===== src/rtl/sgx_pkg.sv =====
package sgx_pkg;
    localparam int ADDR_W  = 32;
    localparam int PAGE_SH = 12;
    localparam int NSLOT   = 4;
    localparam int NPAGE   = 16;
    localparam int PN_W    = ADDR_W - PAGE_SH;
    localparam int IDX_W   = $clog2(NPAGE);
    localparam int CNT_W   = $clog2(NPAGE) + 1;
    localparam int SLOT_W  = $clog2(NSLOT);

    typedef enum logic [1:0] {
        OP_NONE  = 2'd0,
        OP_SETUP = 2'd1,
        OP_ENTRY = 2'd2,
        OP_FLUSH = 2'd3
    } cfg_op_e;

    typedef struct packed {
        logic              fault;
        logic [ADDR_W-1:0] paddr;
    } rsp_t;

    function automatic logic [CNT_W-1:0] clamp_count(input logic [CNT_W-1:0] c);
        if (c > CNT_W'(NPAGE)) return CNT_W'(NPAGE);
        return c;
    endfunction
endpackage


===== src/rtl/sgx_slot.sv =====
module sgx_slot
    import sgx_pkg::*;
(
    input  logic             clk,
    input  logic             rst,
    input  logic             sel,
    input  cfg_op_e          op,
    input  logic [IDX_W-1:0] idx,
    input  logic [PN_W-1:0]  page_in,
    input  logic [CNT_W-1:0] count_in,
    input  logic [PN_W-1:0]  look_pn,
    output logic             hit,
    output logic [PN_W-1:0]  ppn
);
    logic             valid_q;
    logic [PN_W-1:0]  base_q;
    logic [CNT_W-1:0] count_q;
    logic [PN_W-1:0]  ent_q [NPAGE];
    logic [PN_W-1:0]  diff;
    logic             flushing;

    assign flushing = sel && (op == OP_FLUSH);
    assign diff     = look_pn - base_q;
    assign hit      = valid_q && !flushing && (look_pn >= base_q) &&
                      (diff < PN_W'(count_q));
    assign ppn      = ent_q[diff[IDX_W-1:0]];

    always_ff @(posedge clk) begin
        if (rst) begin
            valid_q <= 1'b0;
            base_q  <= '0;
            count_q <= '0;
            for (int i = 0; i < NPAGE; i++) ent_q[i] <= '0;
        end else if (sel) begin
            case (op)
                OP_SETUP: begin
                    valid_q <= 1'b1;
                    base_q  <= page_in;
                    count_q <= clamp_count(count_in);
                end
                OP_ENTRY: ent_q[idx] <= page_in;
                OP_FLUSH: valid_q <= 1'b0;
                default: ;
            endcase
        end
    end
endmodule


===== src/rtl/sgx_pick.sv =====
module sgx_pick
    import sgx_pkg::*;
(
    input  logic [NSLOT-1:0] hit,
    input  logic [PN_W-1:0]  ppn [NSLOT],
    output logic [NSLOT-1:0] sel,
    output logic             any,
    output logic [PN_W-1:0]  ppn_out
);
    always_comb begin
        sel     = '0;
        any     = 1'b0;
        ppn_out = '0;
        for (int i = 0; i < NSLOT; i++) begin
            if (hit[i] && !any) begin
                sel[i]  = 1'b1;
                any     = 1'b1;
                ppn_out = ppn[i];
            end
        end
    end
endmodule


===== src/rtl/sgx_xlat.sv =====
module sgx_xlat
    import sgx_pkg::*;
(
    input  logic              clk,
    input  logic              rst,
    input  logic [1:0]        cfg_op,
    input  logic              cfg_priv,
    input  logic [SLOT_W-1:0] cfg_slot,
    input  logic [IDX_W-1:0]  cfg_idx,
    input  logic [ADDR_W-1:0] cfg_data,
    input  logic              req_valid,
    input  logic [ADDR_W-1:0] req_addr,
    output logic              rsp_valid,
    output logic              rsp_fault,
    output logic [ADDR_W-1:0] rsp_paddr
);
    cfg_op_e          op;
    logic [NSLOT-1:0] hit;
    logic [NSLOT-1:0] sel_oh;
    logic [PN_W-1:0]  slot_ppn [NSLOT];
    logic [PN_W-1:0]  ppn_sel;
    logic             any_hit;
    logic [PN_W-1:0]  look_pn;
    rsp_t             rsp_d, rsp_q;
    logic             valid_q;
    logic             unused_cfg;

    assign op         = cfg_op_e'(cfg_op);
    assign look_pn    = req_addr[ADDR_W-1:PAGE_SH];
    assign unused_cfg = ^cfg_data[PAGE_SH-1:CNT_W];

    for (genvar s = 0; s < NSLOT; s++) begin : g_slot
        sgx_slot u_slot (
            .clk      (clk),
            .rst      (rst),
            .sel      (cfg_priv && (op != OP_NONE) && (cfg_slot == SLOT_W'(s))),
            .op       (op),
            .idx      (cfg_idx),
            .page_in  (cfg_data[ADDR_W-1:PAGE_SH]),
            .count_in (cfg_data[CNT_W-1:0]),
            .look_pn  (look_pn),
            .hit      (hit[s]),
            .ppn      (slot_ppn[s])
        );
    end

    sgx_pick u_pick (
        .hit     (hit),
        .ppn     (slot_ppn),
        .sel     (sel_oh),
        .any     (any_hit),
        .ppn_out (ppn_sel)
    );

    always_comb begin
        rsp_d.fault = !any_hit;
        rsp_d.paddr = any_hit ? {ppn_sel, req_addr[PAGE_SH-1:0]} : '0;
    end

    always_ff @(posedge clk) begin
        if (rst) begin
            valid_q <= 1'b0;
            rsp_q   <= '0;
        end else begin
            valid_q <= req_valid;
            if (req_valid) rsp_q <= rsp_d;
        end
    end

    assign rsp_valid = valid_q;
    assign rsp_fault = rsp_q.fault;
    assign rsp_paddr = rsp_q.paddr;
endmodule


===== config.mk =====
export PLATFORM = sky130hd
export DESIGN_NAME = sgx_xlat
export DESIGN_NICKNAME = d
export VERILOG_FILES = /design/src/rtl/sgx_pkg.sv /design/src/rtl/sgx_slot.sv /design/src/rtl/sgx_pick.sv /design/src/rtl/sgx_xlat.sv
export SDC_FILE = /design/constraint.sdc
export NUM_CORES = 2
export LEC_CHECK = 0
export BUFFER_PORTS_ARGS = -buffer_cell sky130_fd_sc_hd__clkbuf_2
export CORE_ASPECT_RATIO = 0.6
export CORE_UTILIZATION = 65
export CTS_BUF_LIST = sky130_fd_sc_hd__clkbuf_4 sky130_fd_sc_hd__clkbuf_8
export DETAILED_ROUTE_END_ITERATION = 16
export PLACE_DENSITY = 0.82
export REMOVE_ABC_BUFFERS = 1
export SYNTH_ARGS = -nofsm -noshare
export SYNTH_HDL_FRONTEND = slang
export SYNTH_SLANG_ARGS = --single-unit

===== constraint.sdc =====
create_clock -name clk -period 11.9 [get_ports clk]
set_input_delay 1.19 -clock clk [delete_from_list [all_inputs] [get_ports clk]]
set_output_delay 1.19 -clock clk [all_outputs]
set_load 0.005 [all_outputs]

==> key figures <==
Status
  – Outcome: finished clean

Flow run
  – Max-Cap Viols: 0

CTS
  – Clock transition at path regs: 0.07 ns
  – Worst-Skew Late Latency: 0.93 ns
  – Max Root-Sink Buffers: 3
  – Clock Sink Count: 1418
  – Number of cells upsized or downsized after cts: 0
  – Quantity of hold-fixing buffers added after cts: 0
  – Inserted Clock Buffers: 195
  – Buffers inserted during post-CTS setup optimization: 0
  – Number of H-tree branching levels: 4
  – Clock root buffer master: clkbuf_8
  – CTS tree: done

Final layout
  – Net count, final: 5169
  – Layout cells sized above 1: 20.3%
  – Post-synthesis to final-layout area growth: 7.79%
  – Total of fill cells in the finished design: 6664

Logic synthesis
  – Flip-flop and latch count after synthesis: 1418
  – Leading register cell type out of synthesis: edfxtp_1
  – Biggest area contributors in the synthesized netlist: edfxtp_1, mux4_2, and2_1
  – Fraction of synthesis flops using an asynchronous set or reset pin: 0%
  – Post-synthesis cell area: 0.0687 mm2
  – Avg Synthesized Cell Area: 13.7 um2
  – Complex-gate fraction of the synthesized area: 4.05%
  – Post-Synth Adder-Cell Area: 1.87%
  – Mux cell area share after synthesis: 13.4%
  – Combinational family with the most area after synthesis: simple AND/OR/NAND/NOR gates
  – Portion of synthesized cell area occupied by the leading cell type: 56.0%
  – Synthesized-area fraction occupied by and/or/nand/nor cells: 17.2%
  – Top cell type by total area after synthesis: edfxtp_1
  – Number of enable-type register cells in the synthesized netlist: 1280
  – Post-synthesis xor/xnor area fraction: 0.408%
  – Total number of yosys warnings: 0
  – Syn Inst Count: 5024
  – Synth unique cells: 84
  – Sequential fraction of the synthesis area: 60.0%

STA
  – Achievable clock frequency: 0.147 GHz
  – Sum of negative setup slack: 0 ns
  – Fin crit share: 57.3%
  – Slew of the pin with the lowest slew margin: 1.17 ns
  – RSZ-0062 raised after global routing: false
  – Number of max-slew violations in the final report: 0
  – Worst slew margin relative to its limit: 22.0%
  – Final hold violation count: 0
  – Smallest setup slack after layout: 5.08 ns
  – Maximum clock skew at final layout: 0.0463 ns
  – Tmin final: 6.82 ns
  – Final setup violation count: 0

Routing
  – Total wirelength of the detailed-routed design: 192000 um
  – Initial DRC count: 6345
  – Residual DRC count: 0
  – Post-DRT Antenna Nets: 0
  – Detailed-routing iteration count for the pre-antenna-repair pass: 8
  – Detailed-route vias per instance: 6.61
  – Routed wirelength normalized by instance count: 29.3 um
  – Routed via count: 43300

Worst hold path
  – Class of the most critical hold timing path: reg2reg
  – Count of cells along the worst hold path: 2

Power
  – Peak supply drop: 118 uV
  – Leakage power: 25.5 nW
  – Power density of the placed cells: 144 mW/mm2

Global route
  – Wire length of the first global-routing pass: 278000 um
  – Global Route Usage Sum: 36.1%
  – Number of antenna violations at the first check in global routing: 21
  – Via count of the first global-routing pass: 41000
  – Remaining global-route overflow: 0
  – Pin count of the biggest net entering global routing: 69

Die
  – Die extent in x: 422 um
  – Initial Utilization: 66.2%
  – I/O Pins: 110
  – Cell Rows: 91
  – Die H: 254 um
  – Die ar.: 0.107 mm2
  – Core ar.: 0.104 mm2

Place
  – Final GP Congestion: 1.01
  – HPWL after DPL: 120000 um
  – Number of buffer cells added on primary ports: 102
  – Dpl ws: 4.31 ns

Worst setup path
  – Worst reg2reg path depth: 15
  – Startpoint-to-endpoint class of the critical path: in2reg
  – CP Data Arrival Time: 7.68 ns
  – Critical path peak fanout: 37
  – Element type at the critical path end: flip-flop
  – R2R Setup Slk: 5.70 ns
  – Required time of the critical path: 12.75 ns
  – Worst Setup Start Kind: input port
==> cell type report <==
class | instances | area, um2 | area share [%]
Antenna cell | 8 | 20.0 | 0.0270
Clock buffer | 276 | 3300 | 4.46
Clock inverter | 78 | 455 | 0.615
Inverter | 119 | 447 | 0.603
Multi-Input combinational cell | 3047 | 25500 | 34.5
Sequential cell | 1418 | 41200 | 55.7
Tap cell | 1395 | 1750 | 2.36
Timing Repair Buffer | 212 | 1340 | 1.81
==> layout by cell type, fill, tap and decap left out, types with 15 or more instances in the layout <==
cell type	n
nand2b_1	39
o211ai_1	21
clkinv_2	16
edfxtp_1	1280
dfxtp_1	138
a21oi_1	192
clkbuf_2	92
inv_1	119
clkinv_1	45
and2_1	1298
xnor2_1	19
nand3_1	35
a21o_1	21
or2_2	70
clkbuf_4	79
a31oi_1	15
nor3_1	17
mux4_2	400
nor2_1	129
ha_1	92
nand2_1	307
nor2b_1	18
buf_4	110
o21ai_0	70
clkbuf_8	197
nand4_1	28
==> cells by family (layout without fill, tap and decap cells) <==
kind of cell	after synthesis	count (layout)
AND/OR/NAND/NOR	2048	2048
flip-flops	1418	1418
buffers and inverters	559	685
AO/OA/AOI/OAI	451	451
multiplexers	416	416
adder cells (fa/ha/maj)	100	100
XOR/XNOR	32	32
other	0	8
==> flip-flops by register name (all words and copies together), names as in the netlist <==
name / cells
rsp_fault: 1
g_slot.u_slot.count_q: 20
g_slot.u_slot.base_q: 80
rsp_paddr: 32
rsp_valid: 1
g_slot.u_slot.ent_q: 1280
g_slot.u_slot.valid_q: 4
==> through the flow <==
step / area, um2 / hold slack [ns] / utilization [%] / total power, W / cells
after floorplan: 67000 / 0.425 / - / 0.00644 / 4584
after global placement: 70300 / 0.440 / 67.7 / 0.00691 / 6191
after detailed placement: 70300 / 0.445 / 67.7 / 0.00694 / 6191
after CTS: 74000 / 0.450 / 71.4 / 0.0106 / 6545
after global routing: 74000 / 0.477 / 71.4 / 0.0109 / 6548
final: 74000 / 0.455 / 71.4 / 0.0106 / 6553
==> synthesized netlist by cell type (11+ instances only) <==
master and instances:
dfxtp_1 138, a31oi_1 15, xnor2_1 25, buf_1 28
nor2_1 129, a22oi_1 14, or2_2 70, clkbuf_1 405
o21ai_1 13, nor3b_1 11, nand4_1 28, mux4_2 400
nor4_1 12, ha_1 96, nand2_1 307, mux2i_1 11
and4_1 12, and3_1 14, nor3_1 18, o211ai_1 21
a21o_1 21, o21ai_0 70, nand3_1 35, o21a_1 13
a21oi_1 192, inv_1 119, or3_1 11, and2_1 1298
edfxtp_1 1280, nor2b_1 18, nand2b_1 39
==> where the power goes <==
group	internal, W	switching (W)
clock	0.00184	0.00191
combinational	0.000420	0.000748
sequential	0.00564	0.0000688
==> metal layers <==
layer	vias up	track usage, %	wire length, um
met5	-	0	89
met4	14	12.4	6110
met1	21700	54.1	74300
li1	18200	-	-
met2	3040	49.4	80600
met3	378	12.6	31100
==> worst max-delay path: stages <==
cell       delay [ns]
clkbuf_2         0.08
inv_1            0.54
ha_4             0.24
inv_1            0.05
fa_4             1.17
ha_1             0.36
a21boi_1         0.12
o21ai_0          0.20
a21oi_1          0.11
or4_1            0.56
nor3_1           0.18
or4b_1           0.47
or4_1            0.53
nand4bb_1        0.71
nand4_4          0.66
nand2_2          0.22
a22oi_1          0.23
==> final timing paths <==
path / from / endpoint
max: req_addr[12] / rsp_paddr[29]
min: g_slot[0].u_slot.base_q[11] / g_slot[0].u_slot.base_q[11]
max reg2reg: g_slot[1].u_slot.base_q[0] / rsp_paddr[29]
min reg2reg: g_slot[0].u_slot.base_q[11] / g_slot[0].u_slot.base_q[11]
Power figures use the tool's default switching activity.
